===== src/rtl/wiper_pkg.sv =====
package wiper_pkg;

  // Which update source drives the position in a given cycle
  typedef enum logic [2:0] {
    SRC_HOLD = 3'd0,
    SRC_BOOT = 3'd1,
    SRC_HOST = 3'd2,
    SRC_XFR  = 3'd3,
    SRC_STEP = 3'd4
  } upd_src_e;

  // A qualified step request
  typedef struct packed {
    logic fire;
    logic up;
  } step_req_t;

endpackage


===== src/rtl/wiper_rst_sync.sv =====
module wiper_rst_sync (
  input  logic clk,
  input  logic rst_n,
  output logic rst_n_sync
);

  logic stage1_q;
  logic stage2_q;

  always_ff @(posedge clk or negedge rst_n) begin
    if (!rst_n) begin
      stage1_q <= 1'b0;
      stage2_q <= 1'b0;
    end else begin
      stage1_q <= 1'b1;
      stage2_q <= stage1_q;
    end
  end

  assign rst_n_sync = stage2_q;

endmodule


===== src/rtl/wiper_step_qual.sv =====
module wiper_step_qual
  import wiper_pkg::*;
#(
  parameter int SEL_W  = 2,
  parameter int POT_ID = 0
) (
  input  logic             clk,
  input  logic             rst_n,
  input  logic             step_clk,
  input  logic             step_dir,
  input  logic             step_mode,
  input  logic [SEL_W-1:0] pot_sel,
  output step_req_t        req
);

  localparam logic [SEL_W-1:0] MY_ID = SEL_W'(POT_ID);

  logic prev_q;
  logic prev_d;
  logic rise;
  logic match;

  // Previous level resets high so a level already high at release is no edge
  always_comb begin
    prev_d = step_clk;
  end

  always_ff @(posedge clk or negedge rst_n) begin
    if (!rst_n) begin
      prev_q <= 1'b1;
    end else begin
      prev_q <= prev_d;
    end
  end

  always_comb begin
    rise     = step_clk & ~prev_q;
    match    = (pot_sel == MY_ID);
    req.fire = rise & step_mode & match;
    req.up   = step_dir;
  end

  // a held step level cannot fire on two consecutive cycles
  p_single_fire_r7: assert property (@(posedge clk) disable iff (!rst_n)
    req.fire |=> !req.fire);

endmodule


===== src/rtl/wiper_next.sv =====
module wiper_next
  import wiper_pkg::*;
#(
  parameter int POS_W = 6
) (
  input  logic             boot,
  input  logic             host_wr,
  input  logic [POS_W-1:0] host_val,
  input  logic             xfr_ld,
  input  logic [POS_W-1:0] xfr_val,
  input  step_req_t        req,
  input  logic [POS_W-1:0] pos_q,
  output logic [POS_W-1:0] pos_d,
  output logic             upd_en
);

  localparam logic [POS_W-1:0] POS_MAX = {POS_W{1'b1}};
  localparam logic [POS_W-1:0] POS_MIN = '0;

  upd_src_e         src;
  logic [POS_W-1:0] stepped;

  // Priority: boot default, host write, parallel load, step
  always_comb begin
    if (boot)          src = SRC_BOOT;
    else if (host_wr)  src = SRC_HOST;
    else if (xfr_ld)   src = SRC_XFR;
    else if (req.fire) src = SRC_STEP;
    else               src = SRC_HOLD;
  end

  // Saturating single step
  always_comb begin
    stepped = pos_q;
    if (req.up) begin
      if (pos_q != POS_MAX) stepped = pos_q + POS_W'(1);
    end else begin
      if (pos_q != POS_MIN) stepped = pos_q - POS_W'(1);
    end
  end

  always_comb begin
    unique case (src)
      SRC_BOOT: pos_d = pos_q;
      SRC_HOST: pos_d = host_val;
      SRC_XFR:  pos_d = xfr_val;
      SRC_STEP: pos_d = stepped;
      default:  pos_d = pos_q;
    endcase
    upd_en = (src != SRC_HOLD);
  end

endmodule


===== src/rtl/wiper_tap_decode.sv =====
module wiper_tap_decode #(
  parameter int POS_W = 6,
  parameter int TAPS  = 1 << POS_W
) (
  input  logic             clk,
  input  logic             rst_n,
  input  logic             en,
  input  logic [POS_W-1:0] pos_d,
  output logic [TAPS-1:0]  tap_q
);

  logic [TAPS-1:0] tap_d;

  genvar gi;
  generate
    for (gi = 0; gi < TAPS; gi++) begin : g_tap
      assign tap_d[gi] = (pos_d == POS_W'(gi));
    end
  endgenerate

  always_ff @(posedge clk or negedge rst_n) begin
    if (!rst_n) begin
      tap_q <= TAPS'(1);
    end else if (en) begin
      tap_q <= tap_d;
    end
  end

  // exactly one switch closed at all times
  p_tap_onehot_r10: assert property (@(posedge clk) disable iff (!rst_n)
    $onehot(tap_q));

endmodule


===== src/rtl/wiper_counter.sv =====
module wiper_counter
  import wiper_pkg::*;
#(
  parameter int POS_W  = 6,
  parameter int SEL_W  = 2,
  parameter int POT_ID = 0
) (
  input  logic                   clk,
  input  logic                   rst_n,
  input  logic [POS_W-1:0]       boot_val,
  input  logic                   host_wr,
  input  logic [POS_W-1:0]       host_val,
  input  logic                   xfr_ld,
  input  logic [POS_W-1:0]       xfr_val,
  input  logic                   step_mode,
  input  logic [SEL_W-1:0]       pot_sel,
  input  logic                   step_clk,
  input  logic                   step_dir,
  output logic [POS_W-1:0]       wiper_pos,
  output logic [(1<<POS_W)-1:0]  tap_sel
);

  localparam int               TAPS    = 1 << POS_W;
  localparam logic [POS_W-1:0] POS_MAX = {POS_W{1'b1}};

  logic             rst_i;
  logic             boot_q;
  logic             boot_d;
  logic [POS_W-1:0] pos_q;
  logic [POS_W-1:0] pos_d;
  logic [POS_W-1:0] pos_sel;
  logic             upd_en;
  step_req_t        req;
  logic             any_ld;

  wiper_rst_sync u_rst_sync (
    .clk        (clk),
    .rst_n      (rst_n),
    .rst_n_sync (rst_i)
  );

  wiper_step_qual #(
    .SEL_W  (SEL_W),
    .POT_ID (POT_ID)
  ) u_step_qual (
    .clk       (clk),
    .rst_n     (rst_i),
    .step_clk  (step_clk),
    .step_dir  (step_dir),
    .step_mode (step_mode),
    .pot_sel   (pot_sel),
    .req       (req)
  );

  wiper_next #(
    .POS_W (POS_W)
  ) u_next (
    .boot     (boot_q),
    .host_wr  (host_wr),
    .host_val (host_val),
    .xfr_ld   (xfr_ld),
    .xfr_val  (xfr_val),
    .req      (req),
    .pos_q    (pos_q),
    .pos_d    (pos_d),
    .upd_en   (upd_en)
  );

  // Boot default enters through the same register path as the other sources
  always_comb begin
    pos_sel = boot_q ? boot_val : pos_d;
    boot_d  = 1'b0;
  end

  always_ff @(posedge clk or negedge rst_i) begin
    if (!rst_i) begin
      boot_q <= 1'b1;
    end else if (boot_q) begin
      boot_q <= boot_d;
    end
  end

  always_ff @(posedge clk or negedge rst_i) begin
    if (!rst_i) begin
      pos_q <= '0;
    end else if (upd_en) begin
      pos_q <= pos_sel;
    end
  end

  wiper_tap_decode #(
    .POS_W (POS_W),
    .TAPS  (TAPS)
  ) u_tap (
    .clk   (clk),
    .rst_n (rst_i),
    .en    (upd_en),
    .pos_d (pos_sel),
    .tap_q (tap_sel)
  );

  assign wiper_pos = pos_q;
  assign any_ld    = host_wr | xfr_ld;

  p_boot_load_r2: assert property (@(posedge clk) disable iff (!rst_i)
    boot_q |=> (pos_q == $past(boot_val)));

  p_host_write_r3: assert property (@(posedge clk) disable iff (!rst_i)
    (host_wr && !boot_q) |=> (pos_q == $past(host_val)));

  p_xfr_load_r4: assert property (@(posedge clk) disable iff (!rst_i)
    (xfr_ld && !host_wr && !boot_q) |=> (pos_q == $past(xfr_val)));

  p_host_over_xfr_r5: assert property (@(posedge clk) disable iff (!rst_i)
    (xfr_ld && host_wr && !boot_q) |=> (pos_q == $past(host_val)));

  p_load_over_step_r6: assert property (@(posedge clk) disable iff (!rst_i)
    (req.fire && xfr_ld && !host_wr && !boot_q) |=> (pos_q == $past(xfr_val)));

  p_step_up_r7: assert property (@(posedge clk) disable iff (!rst_i)
    (req.fire && req.up && !any_ld && !boot_q && pos_q != POS_MAX)
      |=> (pos_q == $past(pos_q) + POS_W'(1)));

  p_step_down_r7: assert property (@(posedge clk) disable iff (!rst_i)
    (req.fire && !req.up && !any_ld && !boot_q && pos_q != '0)
      |=> (pos_q == $past(pos_q) - POS_W'(1)));

  p_sat_high_r8: assert property (@(posedge clk) disable iff (!rst_i)
    (req.fire && req.up && !any_ld && !boot_q && pos_q == POS_MAX)
      |=> (pos_q == POS_MAX));

  p_sat_low_r8: assert property (@(posedge clk) disable iff (!rst_i)
    (req.fire && !req.up && !any_ld && !boot_q && pos_q == '0)
      |=> (pos_q == '0));

  p_idle_hold_r9: assert property (@(posedge clk) disable iff (!rst_i)
    (!req.fire && !any_ld && !boot_q) |=> $stable(pos_q));

  p_tap_match_r10: assert property (@(posedge clk) disable iff (!rst_i)
    tap_sel[pos_q]);

endmodule


===== config.mk =====
export PLATFORM = sky130hd
export DESIGN_NAME = wiper_counter
export DESIGN_NICKNAME = d
export VERILOG_FILES = /design/src/rtl/wiper_pkg.sv /design/src/rtl/wiper_rst_sync.sv /design/src/rtl/wiper_step_qual.sv /design/src/rtl/wiper_next.sv /design/src/rtl/wiper_tap_decode.sv /design/src/rtl/wiper_counter.sv
export SDC_FILE = /design/constraint.sdc
export NUM_CORES = 1
export LEC_CHECK = 0
export ABC_CLOCK_PERIOD_IN_PS = 2400
export BUFFER_PORTS_ARGS = -buffer_cell sky130_fd_sc_hd__buf_4
export CAP_MARGIN = 25
export CORE_MARGIN = 2
export CORE_UTILIZATION = 47
export CTS_BUF_LIST = sky130_fd_sc_hd__clkbuf_4 sky130_fd_sc_hd__clkbuf_8 sky130_fd_sc_hd__clkbuf_16
export DETAILED_ROUTE_END_ITERATION = 12
export PLACE_DENSITY = 0.76
export SLEW_MARGIN = 25
export SYNTH_ARGS = -nofsm -noshare
export SYNTH_HDL_FRONTEND = slang
export SYNTH_SLANG_ARGS = --single-unit
export TNS_END_PERCENT = 5

===== constraint.sdc =====
create_clock -name clk -period 2.4 [get_ports clk]
set_input_delay 0.24 -clock clk [delete_from_list [all_inputs] [get_ports clk]]
set_output_delay 0.24 -clock clk [all_outputs]
set_load 0.01 [all_outputs]

==> run metrics, run 1 <==
result of the run=finished clean; router iterations before antenna repair=4; Layout Skew=0.00538 ns; syn_nets=360; crit end category=flop; Seq pwr share=0.465; yosys synthesis warning count=0; GR peak layer=met2; CP Max Fanout=5; Via density=5.73; worst-path cell chain=or3_4 > buf_4 > nor3_4 > nor4b_2 > nor3_4 > inv_2 > o21ai_2 > nor2_1 > a32o_1; switching share of power=0.294; RSZ-0062 raised after global routing=true; syn_area_per_cell=10.7 um^2; FF+latch count, synth=74; initial antenna violation count=0; Sum Neg Setup Slack=0 ns; CTS tree=built; CTS H-tree depth=3; Net Switching=0.000837 W; clock tree buffer depth=2; met3 GRT Util=0.0659; P_int=0.00201 W; GR Util met1=0.345; initial DRC count=294; most used cell, CP=nor3_4; Root Driver=clkbuf_8; nets@finish=484; Setup WS post-layout=0.0253 ns; Crit. Startpoint=wiper_pos[2]; largest stage delay on the critical path=0.44 ns; pre-CTS setup slack=-0.0593 ns; Comb pwr share=0.201; dpl hpwl=6.88 mm; DRC viols=0; Netlist cell types=60; launching point of the worst reg2reg path=wiper_pos[2]; Finished Layout Cells=558; power per cell area=576 nW/um^2; max-slew violation count=0; Clock transition at path regs=0.08 ns; total track usage=0.243; Routed Antenna Nets=0; number of max-cap violations=0; Period minus WS final=2.37 ns; sequential-to-total area share from yosys stat=0.528; first-pass GRT wire length=16.0 mm; # IOs=97; leak pwr=2.33 nW; Fmax=0.421 GHz; Crit path depth=9; Buf/Inv on CP=2; share of cells above drive strength 1=0.449; final wirelength=9.71 mm; Hold Vio Cnt, Final=0; largest net degree at the start of global routing=43; Initial Utilization=0.485; number of synthesized flops with an enable pin=0; Slew @ Worst Pin=0.685 ns; number of global-route vias before repair=3103; crit path max-delay cell type=or3_4; via count=3196; Worst-Skew Late Latency=0.35 ns; Critical Path AT=2.61 ns; reg2reg path depth=9; DIE AREA=8190 um^2; Hold Path Stages=1; Area Growth Syn to Fin=40.5%; min-delay worst type=in -> reg; row count=31; CTS Buf Count=9; hold path start=step_clk; Final Core Density=0.681; final non-filler cell area=4940 um^2; GPL Wtd Cong=0.856; cell count after placement=531; Core ar.=7250 um^2; met2 usage=0.369; placed cell area=4490 um^2; Setup-failing EPs final=0; Synth Flop Type=dfrtp_1; max_slew headroom=0.543; Die Y=90.5 um; clock share of power=0.334; grt ovf=0; Routed WL per cell=17.4 um; async set-reset flop share out of synthesis=1.00; Mapped Cells=330; fin crit share=0.989; Syn Std Cell Area=3510 um^2; Worst Path Required=2.64 ns; Critical Path Start Type=flop; input/output buffers=96; Horiz. Die Dim=90.5 um; Top Family by Delay on Critical Path=simple AND/OR/NAND/NOR gates; crit path kind=reg -> reg; clock sink count=74; worst vdd ir=0.339 mV; n_diodes=0
## stage by stage
stage	hold slack, ns	total power, W
final	0.0199	0.00284
after global routing	0.000452	0.00297
after CTS	0.00719	0.00279
after detailed placement	0.0240	0.00184
after global placement	0.0233	0.00183
after floorplan	-0.0556	0.00162
## power groups by stage
stage | combinational (W) | sequential, W | clock [W]
final | 0.000571 | 0.00132 | 0.000949
after global routing | 0.000616 | 0.00133 | 0.00103
after CTS | 0.000495 | 0.00132 | 0.000966
after detailed placement | 0.000490 | 0.00135 | 0
after global placement | 0.000482 | 0.00135 | 0
after floorplan | 0.000259 | 0.00136 | 0
## flip-flops by register name, indices dropped and copies added, names as in the netlist
| register | flops |
|---|---|
| u_step_qual.prev_q | 1 |
| u_tap.tap_q | 64 |
| boot_q | 1 |
| wiper_pos | 6 |
| u_rst_sync.stage1_q | 1 |
| u_rst_sync.rst_n_sync | 1 |
## final timing paths
kind                       slack [ns]                    end
setup / recovery                 0.03        u_tap.tap_q[53]
hold / removal                   0.02     u_step_qual.prev_q
hold reg to reg                  0.31           wiper_pos[3]
max in group asynchronous        1.43        u_tap.tap_q[12]
setup reg to reg                 0.03        u_tap.tap_q[53]
min in group asynchronous        0.20  u_rst_sync.rst_n_sync
## metal layers
metal | wire (um) | vias to the layer above
met5 | 0 | -
met4 | 108 | 0
met3 | 705 | 13
met2 | 4690 | 129
met1 | 4200 | 1591
li1 | - | 1463
## cell usage in the layout (no fill, tap or decap), types with 2 or more instances in the layout
cell type	Yosys	layout
a22o_1	29	29
a21oi_4	1	3
o21ai_1	9	15
xor2_1	2	2
nor3_1	6	3
o22ai_1	2	2
nor2_2	2	4
inv_1	7	7
inv_2	2	2
nand2b_1	5	3
a21oi_1	6	5
clkinv_2	0	3
o31ai_1	6	5
nand3_1	7	4
a32o_1	6	6
o211ai_1	5	5
nor2_1	18	12
nor3_4	2	5
conb_1	2	2
nand2_1	41	39
clkinv_4	0	2
nor2_4	0	4
dfrtp_1	71	70
o21ai_2	4	3
clkbuf_8	0	9
nor2b_1	4	4
a31o_2	3	3
nor3_2	4	4
o21ai_0	25	19
buf_4	2	127
ha_1	3	3
a211oi_1	2	2
nand3_2	2	4
buf_12	0	2
nand2_2	1	3
a31oi_2	0	2
dfstp_2	3	3
## Yosys cell counts, drive strengths merged (3+ instances only)
master | number | area share
dfrtp | 71 | 0.51
nand2 | 42 | 0.046
o21ai | 38 | 0.058
a22o | 29 | 0.072
nor2 | 20 | 0.023
nor3 | 12 | 0.029
clkbuf | 10 | 0.011
a21oi | 9 | 0.018
inv | 9 | 0.0096
nand3 | 9 | 0.016
buf | 8 | 0.015
a32o | 6 | 0.017
o31ai | 6 | 0.013
nand2b | 5 | 0.0089
o211ai | 5 | 0.011
nor2b | 4 | 0.0071
a31o | 3 | 0.0075
a31oi | 3 | 0.0053
and2 | 3 | 0.0053
dfstp | 3 | 0.022
ha | 3 | 0.011
## repair_timing
action | CTS | global route
resized for setup | 3 | 42
buffers inserted | 0 | 10
pin swaps | 0 | 13
setup endpoints to repair | 9 | 63
endpoints found under the hold margin | 2 | 0
hold buffers | 1 | 0
## cell families after synthesis
family	count (synthesis)	share of synthesized area
buf+inv	27	0.0349
compound gates	115	0.246
mux	1	0.00320
xor+xnor	2	0.00498
flops	74	0.528
simple gates	106	0.171
other cells	2	0.00214
fa+ha+maj	3	0.0107
## final cells by class
class / instances / area (um^2)
tap: 99 / 124
sequential: 74 / 1860
timing repair buffer: 131 / 1010
fill: 543 / 2310
clock inverter: 7 / 70.1
multi-input combinational: 229 / 1720
clock buffer: 9 / 124
inverter: 9 / 33.8
No activity file was read; power rests on OpenSTA's default activity.
==> inputs of run 2 (changes only) <==
--- a/config.mk
+++ b/config.mk
@@ -12,7 +12,7 @@
 export CORE_UTILIZATION = 47
 export CTS_BUF_LIST = sky130_fd_sc_hd__clkbuf_4 sky130_fd_sc_hd__clkbuf_8 sky130_fd_sc_hd__clkbuf_16
 export DETAILED_ROUTE_END_ITERATION = 12
-export PLACE_DENSITY = 0.76
+export PLACE_DENSITY = 0.78
 export SLEW_MARGIN = 25
 export SYNTH_ARGS = -nofsm -noshare
 export SYNTH_HDL_FRONTEND = slang
==> run 2 against run 1 <==
  * Register-to-register slack barely moved
  * Die area unchanged
  * Routed wire length increased by 1.3%
  * Global-route usage fell by 0.14 points
  * Sequential power hardly changed
  * Flip-flop and latch count stayed put
  * Clock power is 5% higher
  * Clock-buffer cell count increased by 5
  * Critical path type unchanged
  * Critical endpoint is now u_tap.tap_q[21]
  * Largest cell class unchanged
==> run metrics, run 2 (same netlist as run 1, synthesis figures left out) <==
number of global-route vias before repair=3141 (+1.2%); dpl hpwl=7.08 mm (+2.8%); result of the run=finished clean; launching point of the worst reg2reg path=wiper_pos[3]; Routed WL per cell=17.6 um (+1.1%); Horiz. Die Dim=90.5 um (unchanged); grt ovf=0 (unchanged); CTS tree=built; Worst Path Required=2.69 ns (+0.05 ns); worst-path cell chain=or3_4 > nor3_2 > mux2_2 > o221ai_4 > nand3_2 > nor2_2 > buf_6 > a32o_1; router iterations before antenna repair=5 (+1); # IOs=97 (unchanged); number of max-cap violations=0 (unchanged); Via density=5.77 (+0.73%); clock sink count=74 (unchanged); DRC viols=0 (unchanged); Core ar.=7250 um^2 (unchanged); via count=3225 (+0.91%); CTS H-tree depth=3 (unchanged); Routed Antenna Nets=0 (unchanged); crit path max-delay cell type=or3_4; Sum Neg Setup Slack=0 ns (unchanged); Critical Path Start Type=flop; input/output buffers=96 (unchanged); nets@finish=485 (+0.21%); Final Core Density=0.679 (-0.00207); DIE AREA=8190 um^2 (unchanged); share of cells above drive strength 1=0.454 (+0.00555); total track usage=0.242 (-0.00136); Area Growth Syn to Fin=40.1%; row count=31 (unchanged); Tot Pwr=0.00289 W (+1.7%); most frequent cells in the layout=buf_4 (130), dfrtp_1 (70), nand2_1 (40), a22o_1 (29), o21ai_0 (21); reg2reg path depth=8 (-1); clock tree buffer depth=2 (unchanged); Min-Delay Endpoint=u_step_qual.prev_q; leak pwr=2.33 nW (about the same); Period minus WS final=2.38 ns (+0.00300 ns); commonest non-fill, non-tap cell in the layout=buf_4; min-delay worst type=in -> reg; initial antenna violation count=0 (unchanged); CP Max Fanout=8 (+3); initial DRC count=239 (-19%); Setup WS post-layout=0.0223 ns (-0.00300 ns); worst flop-to-flop path endpoint=u_tap.tap_q[21]; first-pass GRT wire length=15.8 mm (-0.91%); hold path start=step_clk; Clock transition at path regs=0.07 ns (about the same); worst vdd ir=0.400 mV (+18%); Root Driver=clkbuf_8; CTS Buf Count=9 (unchanged); max reg flops=64 (unchanged); fin crit share=0.991 (+0.00125); Layout Skew=0.00700 ns (+0.00162 ns); largest stage delay on the critical path=0.44 ns (about the same); Initial Utilization=0.485 (unchanged); FILL cells=560 (+3.1%); Hold Vio Cnt, Final=0 (unchanged); Finished Layout Cells=559 (+0.18%); power per cell area=587 nW/um^2 (+2.0%); Worst-Skew Late Latency=0.35 ns (about the same); Setup-failing EPs final=0 (unchanged); RSZ-0062 raised after global routing=true; crit path kind=reg -> reg; flop-to-flop setup slack=0.02 ns (about the same); GPL Wtd Cong=0.943 (+10%); largest net degree at the start of global routing=40 (-7.0%); max-slew violation count=0 (unchanged); crit end category=flop; Crit. Startpoint=wiper_pos[3]; Critical Path AT=2.66 ns (+0.05 ns); Largest Register=u_tap.tap_q; Die Y=90.5 um (unchanged); pre-CTS setup slack=-0.0184 ns (+0.0409 ns); Fmax=0.421 GHz (-0.13%); n_diodes=0 (unchanged); cell count after placement=535 (+0.75%); final wirelength=9.83 mm (+1.3%); Hold Path Stages=1 (unchanged)
[run 2: changes by cell type in the layout (fill, tap and decap cells not counted), moves of 3 or more]
cell / change
nor2_4: -3
buf_4: +3
a21oi_2: +3
o21ai_1: -3
nor2_2: +3
clkbuf_4: +3
[run 2: report_power, final]
part	switching, W	internal (W)
Combinational	0.000335	0.000238
Sequential	0.0000292	0.00128
Clock	0.000433	0.000571
[run 2: cell type report]
cell class	instances	area, um^2	area share
repair buffers	132	997	0.203
clock buffers	14	174	0.0353
well taps	99	124	0.0252
flip-flops and latches	74	1860	0.377
clock inverters	2	35.0	0.00712
multi-input cells	229	1700	0.346
inverters	9	33.8	0.00686
[run 2: metrics by stage]
step,instance area (um^2),hold slack (ns)
2_1_floorplan,3520,-0.0556
3_3_place_gp,4490,0.0229
3_5_place_dp,4490,0.0231
4_1_cts,4720,0.0160
5_1_grt,4920,0.0134
6_report,4920,0.0262
[run 2: critical path, delay by kind of cell, from the launching register on]
| kind | cells | cell delay (ns) |
|---|---|---|
| AND/OR/NAND/NOR | 4 | 0.92 |
| flip-flops | 1 | 0.38 |
| AO/OA/AOI/OAI | 2 | 0.47 |
| buffers and inverters | 1 | 0.16 |
| multiplexers | 1 | 0.38 |
[run 2: how the worst max path moves through the flow]
stage                            endpoint  depth (start not counted)  slack, ns
final                     u_tap.tap_q[21]                          8       0.02
after global routing      u_tap.tap_q[21]                          8      -0.06
after CTS                 u_tap.tap_q[18]                          7      0.001
after detailed placement  u_tap.tap_q[46]                          9      -0.02
after global placement    u_tap.tap_q[58]                          7       0.06
after floorplan           u_tap.tap_q[56]                          9      -0.04
[run 2: timing repair]
action | 4_1_cts | 5_1_grt
hold endpoints to repair | 2 | 0
resized for setup | 2 | 37
hold buffers | 1 | 0
setup buffers | 0 | 8
endpoints found under the setup margin | 2 | 62
pin swaps | 0 | 14
[run 2: metal layers]
metal	track usage	up-vias	share of wire
met5	0	-	0
met4	0.0756	0	0.020
met3	0.0584	22	0.078
met2	0.387	152	0.49
met1	0.326	1589	0.42
li1	-	1462	-
